### config.mk
export PLATFORM = sky130hd
export DESIGN_NAME = pmp_cfg_bank
export DESIGN_NICKNAME = d
export VERILOG_FILES = /design/src/rtl/pmp_bank_pkg.sv /design/src/rtl/pmp_entry.sv /design/src/rtl/pmp_sec_reg.sv /design/src/rtl/pmp_cfg_bank.sv
export SDC_FILE = /design/constraint.sdc
export NUM_CORES = 2
export LEC_CHECK = 0
export ABC_AREA = 1
export BUFFER_PORTS_ARGS = -buffer_cell sky130_fd_sc_hd__buf_2
export CAP_MARGIN = 0
export CORE_AREA = 5 5 316 318
export CTS_CLUSTER_DIAMETER = 30
export CTS_CLUSTER_SIZE = 30
export DETAILED_ROUTE_END_ITERATION = 16
export DIE_AREA = 0 0 321 323
export GPL_TIMING_DRIVEN = 0
export SKIP_LAST_GASP = 1
export SYNTH_ARGS = -nofsm -noshare
export SYNTH_HDL_FRONTEND = slang
export SYNTH_SLANG_ARGS = --single-unit
### constraint.sdc
create_clock -name clk -period 40.3 [get_ports clk]
set_input_delay 8.06 -clock clk [delete_from_list [all_inputs] [get_ports clk]]
set_output_delay 8.06 -clock clk [all_outputs]
set_load 0.01 [all_outputs]
### src/rtl/pmp_bank_pkg.sv
package pmp_bank_pkg;
  localparam int CFG_R = 0;
  localparam int CFG_W = 1;
  localparam int CFG_X = 2;
  localparam int CFG_L = 7;
  localparam int SEC_MML  = 0;
  localparam int SEC_MMWP = 1;
  localparam int SEC_RLB  = 2;

  typedef enum logic [1:0] {
    MODE_OFF   = 2'd0,
    MODE_TOR   = 2'd1,
    MODE_NA4   = 2'd2,
    MODE_NAPOT = 2'd3
  } match_mode_e;

  typedef enum logic [1:0] {
    SEL_CFG  = 2'd0,
    SEL_ADDR = 2'd1,
    SEL_SEC  = 2'd2,
    SEL_NONE = 2'd3
  } bus_sel_e;

  function automatic logic cfg_write_ok(input logic enh, input logic [7:0] cur,
                                        input logic [7:0] nv, input logic rlb,
                                        input logic mml);
    logic locked;
    logic ok;
    locked = cur[CFG_L] & ~rlb;
    if (!enh) begin
      ok = ~locked;
    end else begin
      ok = rlb
         | (~mml & ~locked)
         | (mml & nv[CFG_L] & ~nv[CFG_X])
         | (mml & ~nv[CFG_L] & (nv[2:0] != 3'b110));
    end
    return ok;
  endfunction
endpackage

### src/rtl/pmp_entry.sv
module pmp_entry
  import pmp_bank_pkg::*;
#(
  parameter int XLEN     = 32,
  parameter bit ENHANCED = 1'b1
) (
  input  logic            clk,
  input  logic            rst_n,
  input  logic            cfg_we,
  input  logic [7:0]      cfg_wval,
  input  logic            addr_we,
  input  logic [XLEN-1:0] addr_wval,
  input  logic            rlb,
  input  logic            mml,
  input  logic            next_lock_tor,
  output logic [7:0]      cfg_q,
  output logic [XLEN-1:0] addr_q,
  output logic            lock_tor,
  output logic            cfg_chg,
  output logic            addr_chg
);
  logic            locked;
  logic            cfg_ok;
  logic            addr_ok;
  logic [7:0]      cfg_d;
  logic [XLEN-1:0] addr_d;

  always_comb begin
    locked   = cfg_q[CFG_L] & ~rlb;
    cfg_ok   = cfg_write_ok(ENHANCED, cfg_q, cfg_wval, rlb, mml);
    addr_ok  = ~locked & ~next_lock_tor;
    cfg_chg  = cfg_we & cfg_ok & (cfg_wval != cfg_q);
    addr_chg = addr_we & addr_ok & (addr_wval != addr_q);
    cfg_d    = cfg_chg ? cfg_wval : cfg_q;
    addr_d   = addr_chg ? addr_wval : addr_q;
    lock_tor = cfg_q[CFG_L] & (cfg_q[4:3] == MODE_TOR);
  end

  always_ff @(posedge clk or negedge rst_n) begin
    if (!rst_n) begin
      cfg_q <= '0;
    end else if (cfg_chg) begin
      cfg_q <= cfg_d;
    end
  end

  always_ff @(posedge clk or negedge rst_n) begin
    if (!rst_n) begin
      addr_q <= '0;
    end else if (addr_chg) begin
      addr_q <= addr_d;
    end
  end

  // a locked entry keeps its byte outside lockdown
  a_r3_cfg_lock_hold: assert property (@(posedge clk) disable iff (!rst_n)
    (cfg_q[CFG_L] && !rlb && !mml) |=> $stable(cfg_q));
  // a locked entry keeps its address
  a_r3_addr_lock_hold: assert property (@(posedge clk) disable iff (!rst_n)
    (cfg_q[CFG_L] && !rlb) |=> $stable(addr_q));
  // locked top-of-range neighbour guards this address
  a_r4_tor_guard: assert property (@(posedge clk) disable iff (!rst_n)
    next_lock_tor |=> $stable(addr_q));
  // lockdown refuses lock-plus-execute on a locked entry
  a_r5_mml_exec_refused: assert property (@(posedge clk) disable iff (!rst_n)
    (cfg_we && mml && !rlb && cfg_q[CFG_L] && cfg_wval[CFG_L] && cfg_wval[CFG_X])
    |=> $stable(cfg_q));
endmodule

### src/rtl/pmp_sec_reg.sv
module pmp_sec_reg
  import pmp_bank_pkg::*;
#(
  parameter bit ENHANCED = 1'b1
) (
  input  logic       clk,
  input  logic       rst_n,
  input  logic       we,
  input  logic [2:0] wval,
  input  logic       any_lock,
  output logic       mml,
  output logic       mmwp,
  output logic       rlb,
  output logic       sticky_chg
);
  logic mml_d;
  logic mmwp_d;
  logic rlb_d;
  logic upd;

  always_comb begin
    mml_d  = mml;
    mmwp_d = mmwp;
    rlb_d  = rlb;
    if (we) begin
      if (ENHANCED) begin
        mml_d  = wval[SEC_MML] | mml;
        mmwp_d = wval[SEC_MMWP] | mmwp;
        rlb_d  = wval[SEC_RLB] & (rlb | ~any_lock);
      end else begin
        mml_d  = 1'b0;
        mmwp_d = 1'b0;
        rlb_d  = 1'b0;
      end
    end
    sticky_chg = (mml_d != mml) | (mmwp_d != mmwp);
    upd        = sticky_chg | (rlb_d != rlb);
  end

  always_ff @(posedge clk or negedge rst_n) begin
    if (!rst_n) begin
      mml  <= 1'b0;
      mmwp <= 1'b0;
      rlb  <= 1'b0;
    end else if (upd) begin
      mml  <= mml_d;
      mmwp <= mmwp_d;
      rlb  <= rlb_d;
    end
  end

  a_r6_mml_sticky: assert property (@(posedge clk) disable iff (!rst_n)
    mml |=> mml);
  a_r6_mmwp_sticky: assert property (@(posedge clk) disable iff (!rst_n)
    mmwp |=> mmwp);
  a_r6_rlb_guard: assert property (@(posedge clk) disable iff (!rst_n)
    (!rlb && any_lock) |=> !rlb);
endmodule

### src/rtl/pmp_cfg_bank.sv
module pmp_cfg_bank
  import pmp_bank_pkg::*;
#(
  parameter int NUM_ENTRIES = 16,
  parameter int XLEN        = 32,
  parameter int INDEX_W     = 6,
  parameter bit ENHANCED    = 1'b1
) (
  input  logic                        clk,
  input  logic                        rst_n,
  input  logic                        req_valid,
  input  logic                        req_write,
  input  logic [1:0]                  req_sel,
  input  logic [INDEX_W-1:0]          req_index,
  input  logic [XLEN-1:0]             req_wdata,
  output logic [XLEN-1:0]             rd_data,
  output logic [NUM_ENTRIES*8-1:0]    entry_cfg,
  output logic [NUM_ENTRIES*XLEN-1:0] entry_addr,
  output logic                        sec_mml,
  output logic                        sec_mmwp,
  output logic                        sec_rlb,
  output logic                        change_pulse,
  output logic [NUM_ENTRIES-1:0]      range_dirty
);
  localparam int LANES = XLEN / 8;

  logic [1:0] rst_sync;
  logic       rst_ni;

  always_ff @(posedge clk or negedge rst_n) begin
    if (!rst_n) rst_sync <= 2'b00;
    else        rst_sync <= {rst_sync[0], 1'b1};
  end
  assign rst_ni = rst_sync[1];

  logic                   wr_cfg, wr_addr, wr_sec;
  logic [7:0]             cfg_arr  [NUM_ENTRIES];
  logic [XLEN-1:0]        addr_arr [NUM_ENTRIES];
  logic [NUM_ENTRIES-1:0] cfg_we, addr_we, cfg_chg, addr_chg, lock_tor, next_lt;
  logic [NUM_ENTRIES-1:0] lock_bits, tor_follow, dirty_d;
  logic                   sticky_chg, pulse_d;

  assign wr_cfg  = req_valid & req_write & (req_sel == SEL_CFG);
  assign wr_addr = req_valid & req_write & (req_sel == SEL_ADDR);
  assign wr_sec  = req_valid & req_write & (req_sel == SEL_SEC);
  assign next_lt = {1'b0, lock_tor[NUM_ENTRIES-1:1]};

  for (genvar e = 0; e < NUM_ENTRIES; e++) begin : g_entry
    assign cfg_we[e]  = wr_cfg & (int'(req_index) == e / LANES);
    assign addr_we[e] = wr_addr & (int'(req_index) == e);

    pmp_entry #(.XLEN(XLEN), .ENHANCED(ENHANCED)) u_entry (
      .clk          (clk),
      .rst_n        (rst_ni),
      .cfg_we       (cfg_we[e]),
      .cfg_wval     (req_wdata[8*(e%LANES) +: 8]),
      .addr_we      (addr_we[e]),
      .addr_wval    (req_wdata),
      .rlb          (sec_rlb),
      .mml          (sec_mml),
      .next_lock_tor(next_lt[e]),
      .cfg_q        (cfg_arr[e]),
      .addr_q       (addr_arr[e]),
      .lock_tor     (lock_tor[e]),
      .cfg_chg      (cfg_chg[e]),
      .addr_chg     (addr_chg[e])
    );

    assign entry_cfg[8*e +: 8]       = cfg_arr[e];
    assign entry_addr[XLEN*e +: XLEN] = addr_arr[e];
    assign lock_bits[e]              = cfg_arr[e][CFG_L];

    if (e == 0) begin : g_first
      assign tor_follow[e] = 1'b0;
    end else begin : g_rest
      assign tor_follow[e] = addr_chg[e-1] & (cfg_arr[e][4:3] == MODE_TOR);
    end
    assign dirty_d[e] = cfg_chg[e] | addr_chg[e] | tor_follow[e];
  end

  pmp_sec_reg #(.ENHANCED(ENHANCED)) u_sec (
    .clk       (clk),
    .rst_n     (rst_ni),
    .we        (wr_sec),
    .wval      (req_wdata[2:0]),
    .any_lock  (|lock_bits),
    .mml       (sec_mml),
    .mmwp      (sec_mmwp),
    .rlb       (sec_rlb),
    .sticky_chg(sticky_chg)
  );

  assign pulse_d = (|cfg_chg) | (|addr_chg) | sticky_chg;

  always_ff @(posedge clk or negedge rst_ni) begin
    if (!rst_ni) begin
      change_pulse <= 1'b0;
      range_dirty  <= '0;
    end else begin
      change_pulse <= pulse_d;
      range_dirty  <= dirty_d;
    end
  end

  always_comb begin
    rd_data = '0;
    case (req_sel)
      SEL_CFG: begin
        for (int e = 0; e < NUM_ENTRIES; e++) begin
          if (int'(req_index) == e / LANES) rd_data[8*(e%LANES) +: 8] = cfg_arr[e];
        end
      end
      SEL_ADDR: begin
        for (int e = 0; e < NUM_ENTRIES; e++) begin
          if (int'(req_index) == e) rd_data = addr_arr[e];
        end
      end
      SEL_SEC: begin
        rd_data[SEC_MML]  = sec_mml;
        rd_data[SEC_MMWP] = sec_mmwp;
        rd_data[SEC_RLB]  = sec_rlb;
      end
      default: rd_data = '0;
    endcase
  end

  // a pulse only follows a real change of exported settings
  a_r9_pulse_real: assert property (@(posedge clk) disable iff (!rst_ni)
    change_pulse |-> ((entry_cfg != $past(entry_cfg)) || (entry_addr != $past(entry_addr))
                      || (sec_mml != $past(sec_mml)) || (sec_mmwp != $past(sec_mmwp))));
  // every real change is announced
  a_r9_pulse_complete: assert property (@(posedge clk) disable iff (!rst_ni)
    ((entry_cfg != $past(entry_cfg)) || (entry_addr != $past(entry_addr))) |-> change_pulse);
  // dirty flags come only with the pulse
  a_r10_dirty_with_pulse: assert property (@(posedge clk) disable iff (!rst_ni)
    (range_dirty != '0) |-> change_pulse);
endmodule

### Word level (Yosys, flattened, before mapping)

Cells that the tools add are included.

| word-level totals | value |
|---|---|
| input bits | 44 |
| register bits | 662 |
| output and inout port bits | 692 |

| operators by class | value |
|---|---|
| reduce and logical (&&, ||, !) cells | 5 |
| mux-type cells | 37 |
| eq/ne operators | 71 |
| bitwise operators | 310 |

Operator list:

| cell | count |
|---|---|
| $mux W32 | 16 |
| $ne A32 B32 Y1 | 16 |
| $and A1 B1 Y1 | 182 |
| $mux W8 | 16 |
| $ne A8 B8 Y1 | 16 |
| $or A1 B1 Y1 | 86 |
| $pmux W29 S2 | 1 |
| $eq A6 B5 Y1 const B | 8 |
| $reduce_or A16 Y1 | 3 |
| $not A1 Y1 | 42 |
| $eq A2 B1 Y1 const B | 16 |
| $eq A6 B4 Y1 const B | 4 |
| $eq A6 B3 Y1 const B | 2 |
| $ne A3 B3 Y1 const B | 4 |
| $pmux W3 S3 | 1 |
| $eq A6 B2 Y1 const B | 1 |
| $logic_not A6 Y1 | 1 |
| $mux W1 | 3 |
| $ne A1 B1 Y1 | 3 |
| $eq A2 B2 Y1 const B | 1 |
| $logic_not A2 Y1 | 1 |

### Longest topological paths before layout

| depth | value |
|---|---|
| depth after elaboration | 18 |
| depth in mapped cells | 18 |
| mapped depth without buffers | 15 |

### By module

Synthesis repeated with hierarchy kept, for this count alone.

| second synthesis, totals | value |
|---|---|
| cell total of the unflattened synthesis | 6,236 |
| area total of the unflattened synthesis | 42,991.2 um2 |

Modules (own cells, without submodules):

| module | instances | cells each | area an instance (um2) |
|---|---|---|---|
| pmp_entry | 16 | 302 | 2,260.9 |
| pmp_cfg_bank | 1 | 1,386 | 6,678.9 |
| pmp_sec_reg | 1 | 18 | 137.6 |

### Worst setup path after synthesis

No wires, ideal clock.

| timing path | value |
|---|---|
| path kind | input -> output |
| from | input req_index[5] |
| to | output rd_data[20] |
| path buffers | 2 |
| arrival time | 9.537 ns |
| cell stages on the path | 15 |
| slack | 22.703 ns |
| path through | nor2_4 nand2_2 nor2_2 buf_2 buf_2 nand2_1 nand3_1 o21bai_1 nand4_1 nand2_1 nand3_1 nand2_1 nand4_1 nand2_1 nand2_1 |

| between the ends | value |
|---|---|
| longest elaborated chain between the ends | 18 |

RTL lines:

| what | RTL line | source |
|---|---|---|
| start: declaration | pmp_cfg_bank.sv:14 | `input logic [INDEX_W-1:0] req_index,` |
| $logic_not A6 Y1 | pmp_cfg_bank.sv:110, pmp_cfg_bank.sv:115 |  |
| $mux W32 (16 in a row) | pmp_cfg_bank.sv:115 | `if (int'(req_index) == e) rd_data = addr_arr[e];` |
| $pmux W29 S2 * | pmp_cfg_bank.sv:107 | `case (req_sel)` |
| end: declaration | pmp_cfg_bank.sv:16 | `output logic [XLEN-1:0] rd_data,` |

Mark *: on every way between the ends. The rest lies on a longest branch, timed or not.

### Worst setup path in the final report

| timing path | value |
|---|---|
| from | input req_index[5] |
| to | output rd_data[26] |

Same word-level chain as after synthesis.

==> impl.org <==
** Yosys
- Netlist cell types :: 52
- Post-synth EDFFs :: 0
- Library cell occupying the most area in the post-synthesis netlist :: sky130_fd_sc_hd__dfrtp_1
- After synthesis, the cell types taking the most area are sky130_fd_sc_hd__dfrtp_1, sky130_fd_sc_hd__nand2_1, sky130_fd_sc_hd__o21ai_0.
- Summing every instance area after synthesis gives roughly 0.038 mm2.
- Summed over its instances, the top area cell type makes up a little over two fifths of the synthesized netlist area.
- Share of the yosys chip area belonging to registers :: between 40% and 50%
- Yosys synthesis warning count :: 0
- A synthesized cell averages 7.75 um2.
- After technology mapping, the gate count stands at approximately 4,900.
- Flip-flop and latch count after synthesis :: roughly 660
- When the netlist entered floorplanning its net count stood at 4,992.
- Async set-or-reset flop fraction in the synthesized netlist :: 100%
- In the synthesized netlist the dominant register cell turns out to be sky130_fd_sc_hd__dfrtp_1.

** Die
- In this run the core area contains 114 standard-cell rows.
- The die covers 0.104 mm2.
- 736 I/O pins were placed.
- Starting density of the core :: 39.9%
- The core region is a little under 0.1 mm2.
- The die is 323 um tall.
- The floorplan step set the die width to 321 um.

** Timing
- Max Clock Skew :: around 0.036 ns
- Setup repair after global routing left no endpoint under its margin.
- Summed over all failing endpoints, the final setup total negative slack is 0 ns.
- Final min period :: just under 20 ns
- Worst slew margin :: -2.48%
- After layout, the worst path uses between 40% and 50% of the clock period.
- Based on the critical path, the design can be clocked at up to roughly 50 MHz.
- Setup violations remaining at the end of the flow were counted as 0.
- Final hold violations :: 0
- At the pin with the least slew margin, the transition time is ~1.5 ns.
- The count of final max-slew check failures came to 11.

** Final layout
- Post-layout instance count excluding filler cells :: approximately 7,300
- With fillers left out, the area of the finished cells amounts to ~0.05 mm2.
- Multi-input gate area :: 0.0189 mm2
- Flip-flop and latch area :: ~0.017 mm2
- Net count, final :: roughly 5,900
- Most frequent standard cell in the layout excluding fill and tap cells :: sky130_fd_sc_hd__nand2_1
- In the final layout, the share of cells above drive strength 1 is between 20% and 30%.
- Leading cell types in the layout, fill and taps excluded :: sky130_fd_sc_hd__nand2_1, sky130_fd_sc_hd__buf_2, sky130_fd_sc_hd__o21ai_0
- Number of fill cells :: around 9,600
- Area growth from synthesis to layout :: 31.0%

** Drt
- The final route contains 43,936 vias.
- In this run the remaining antenna-violating nets after routing total 0.
- Detailed-routing iteration count for the pre-antenna-repair pass :: 6
- Detailed-route DRC error count :: 0
- For this block, the initial DRC count from the detailed router was approximately 7,000.
- Post-detailed-routing wire length :: 258 mm
- Vias/cell :: roughly 6.0
- After detailed routing, the average wire length per cell comes to around 35 um.

** GRT
- In the global route stage, overall resource usage came out at a little under half.
- The number of antenna violations at the first check in global routing came to 12.
- Met3 routing resource usage after global routing :: 15.9%
- Busiest grt layer :: met2
- Summed over all layers, the global routing overflow is 0.
- Global routing usage on met2 :: between 60% and 70%
- GR met1 Demand/Resource :: a little over three fifths
- The via count of the first global-routing pass was approximately 40,000.
- First-pass GRT wire length :: approximately 340 mm
- Pin count of the biggest net entering global routing :: 72

** Critical path
- Critical Path Start Type :: input port
- Critical path class :: in -> out
- Endpoint arrival time on the critical path :: approximately 12 ns
- STA puts the critical path data required time at ~32 ns.
- Critical path capture point type :: output pin
- In this run the worst path has a maximum fanout of 10.

** CTS
- TritonCTS built the clock tree.
- Clock sink count :: around 660
- Post-CTS sizing :: 0
- Clk Latency, worst-skew pair :: just under 0.8 ns
- Hold repair after CTS inserted 0 buffers.
- In this run the post-CTS setup repair buffer count came out at 0.
- Clock Tree Buf Depth :: 3
- Clock Tree Root :: sky130_fd_sc_hd__clkbuf_16
- Clock slew at the register clock pins of the worst setup and hold paths :: approximately 0.05 ns
- The H-tree generated during clock tree synthesis spans 4 levels.
- Buffers inserted during clock tree synthesis total about 180.

** Place
- The HPWL after detailed placement is between 200 and 250 mm.
- Count of input and output buffers :: between 700 and 800
- Total placed cells including tap cells :: between 6,000 and 7,000
- The placed instances occupy a cell area of between 0.04 and 0.05 mm2.
- The congestion estimate from routability-driven global placement came to between 1 and 1.5.

** Pwr
- Worst ir drop on vdd :: approximately 0.042 mV
- Part of the power in registers :: about 30%
- Cell area power density :: roughly 48 mW/mm2
- The clock network burns between 60% and 70% of the power.
- Net switching is a little over a quarter of the power.
- Leakage power total :: about 24 nW
- Gate power share :: under 10%
- Cell internal pwr :: 0.00178 W
- NetSw :: between 0.0006 and 0.0007 W

** Status
- Failing checks :: capacitance limit, slew limit
- Run status :: complete, but fails checks

** Job
- Max-Cap Viols :: 1

** Worst hold path
- The tightest min-delay check is of the reg -> async type.
layout make-up:
type,instances,share of cell area [%]
well taps,1276,3.18
clock inverters,89,2.24
clock buffers,245,10.5
diodes,3,0.0149
repair buffers,725,7.70
multi-input cells,3635,37.6
inverters,284,2.12
flip-flops and latches,662,33.0
plain buffers,367,3.69
per-layer routing:
layer | part of all wire (%) | wire (um) | vias up
met5 | 0.031 | 80 | -
met3 | 13 | 33500 | 685
met4 | 7.0 | 18100 | 10
met1 | 39 | 99500 | 21651
li1 | - | - | 18106
met2 | 41 | 106000 | 3484
worst paths after layout:
check                                             start                             to  slack, ns  cells past startpoint
max                                        req_index[5]                    rd_data[26]      20.53                     15
min                                         rst_sync[1]  g_entry[3].u_entry.addr_q[20]       0.33                      0
max reg2reg                g_entry[8].u_entry.addr_q[6]                 range_dirty[8]      35.87                      7
min reg2reg                                 rst_sync[1]  g_entry[3].u_entry.addr_q[20]       0.33                      0
max in group asynchronous                         rst_n                    rst_sync[1]      33.13                      1
min in group clk                            rst_sync[0]                    rst_sync[1]       0.37                      0
cell usage after synthesis (102+ instances only):
cell type,instances
sky130_fd_sc_hd__nor2_1,181
sky130_fd_sc_hd__inv_1,264
sky130_fd_sc_hd__xor2_1,153
sky130_fd_sc_hd__clkbuf_1,172
sky130_fd_sc_hd__buf_2,114
sky130_fd_sc_hd__dfrtp_1,662
sky130_fd_sc_hd__nand2_1,1396
sky130_fd_sc_hd__nand3_1,191
sky130_fd_sc_hd__or2_2,102
sky130_fd_sc_hd__xnor2_1,340
sky130_fd_sc_hd__nand4_1,174
sky130_fd_sc_hd__o21ai_0,736
state kept, by name, indices dropped and copies added, names as in the netlist:
signal	flops
change_pulse	1
g_entry.u_entry.addr_q	512
g_entry.u_entry.cfg_q	128
range_dirty	16
rst_sync	2
u_sec.mml	1
u_sec.mmwp	1
u_sec.rlb	1
worst max-delay path: stages:
cell	delay [ns]
sky130_fd_sc_hd__buf_2	0.12
sky130_fd_sc_hd__nor2_4	0.30
sky130_fd_sc_hd__nand3_4	0.19
sky130_fd_sc_hd__nor2_4	0.43
sky130_fd_sc_hd__clkbuf_1	0.99
sky130_fd_sc_hd__nand2_1	0.16
sky130_fd_sc_hd__nand2_1	0.14
sky130_fd_sc_hd__nand3_1	0.18
sky130_fd_sc_hd__nand2_1	0.11
sky130_fd_sc_hd__nand4_1	0.19
sky130_fd_sc_hd__nor2_1	0.15
sky130_fd_sc_hd__nand3_1	0.08
sky130_fd_sc_hd__nand2_1	0.13
sky130_fd_sc_hd__nand2_1	0.22
sky130_fd_sc_hd__buf_2	0.22
cell families after synthesis:
family	count (synthesis)	synth area share, %
xor gates and xnor gates	493	11.3
DFF	662	43.2
buffers and inverters	651	7.61
other	1	0.00977
and+or+nand+nor	2189	24.7
AOI/OAI and AO/OA	952	13.2
power groups by stage:
stage	combinational (W)	sequential, W	clock, W
finish	0.000198	0.000707	0.00151
floorplan	0.0000846	0.000721	0
detailed placement	0.000190	0.000715	0
global route	0.000204	0.000707	0.00155
CTS	0.000191	0.000705	0.00150
global placement	0.000173	0.000728	0
metrics by stage:
step / hold WS, ns / total power (W) / utilization (%) / worst slack (ns)
after floorplan: 0.331 / 0.000805 / - / 20.48
after global placement: 0.344 / 0.000901 / 45.2 / 11.47
after detailed placement: 0.340 / 0.000905 / 45.5 / 20.70
after CTS: 0.353 / 0.00240 / 52.2 / 20.69
after global routing: 0.380 / 0.00246 / 52.2 / 20.48
final: 0.332 / 0.00242 / 52.2 / 20.53
(Power assumes the default switching activity.)
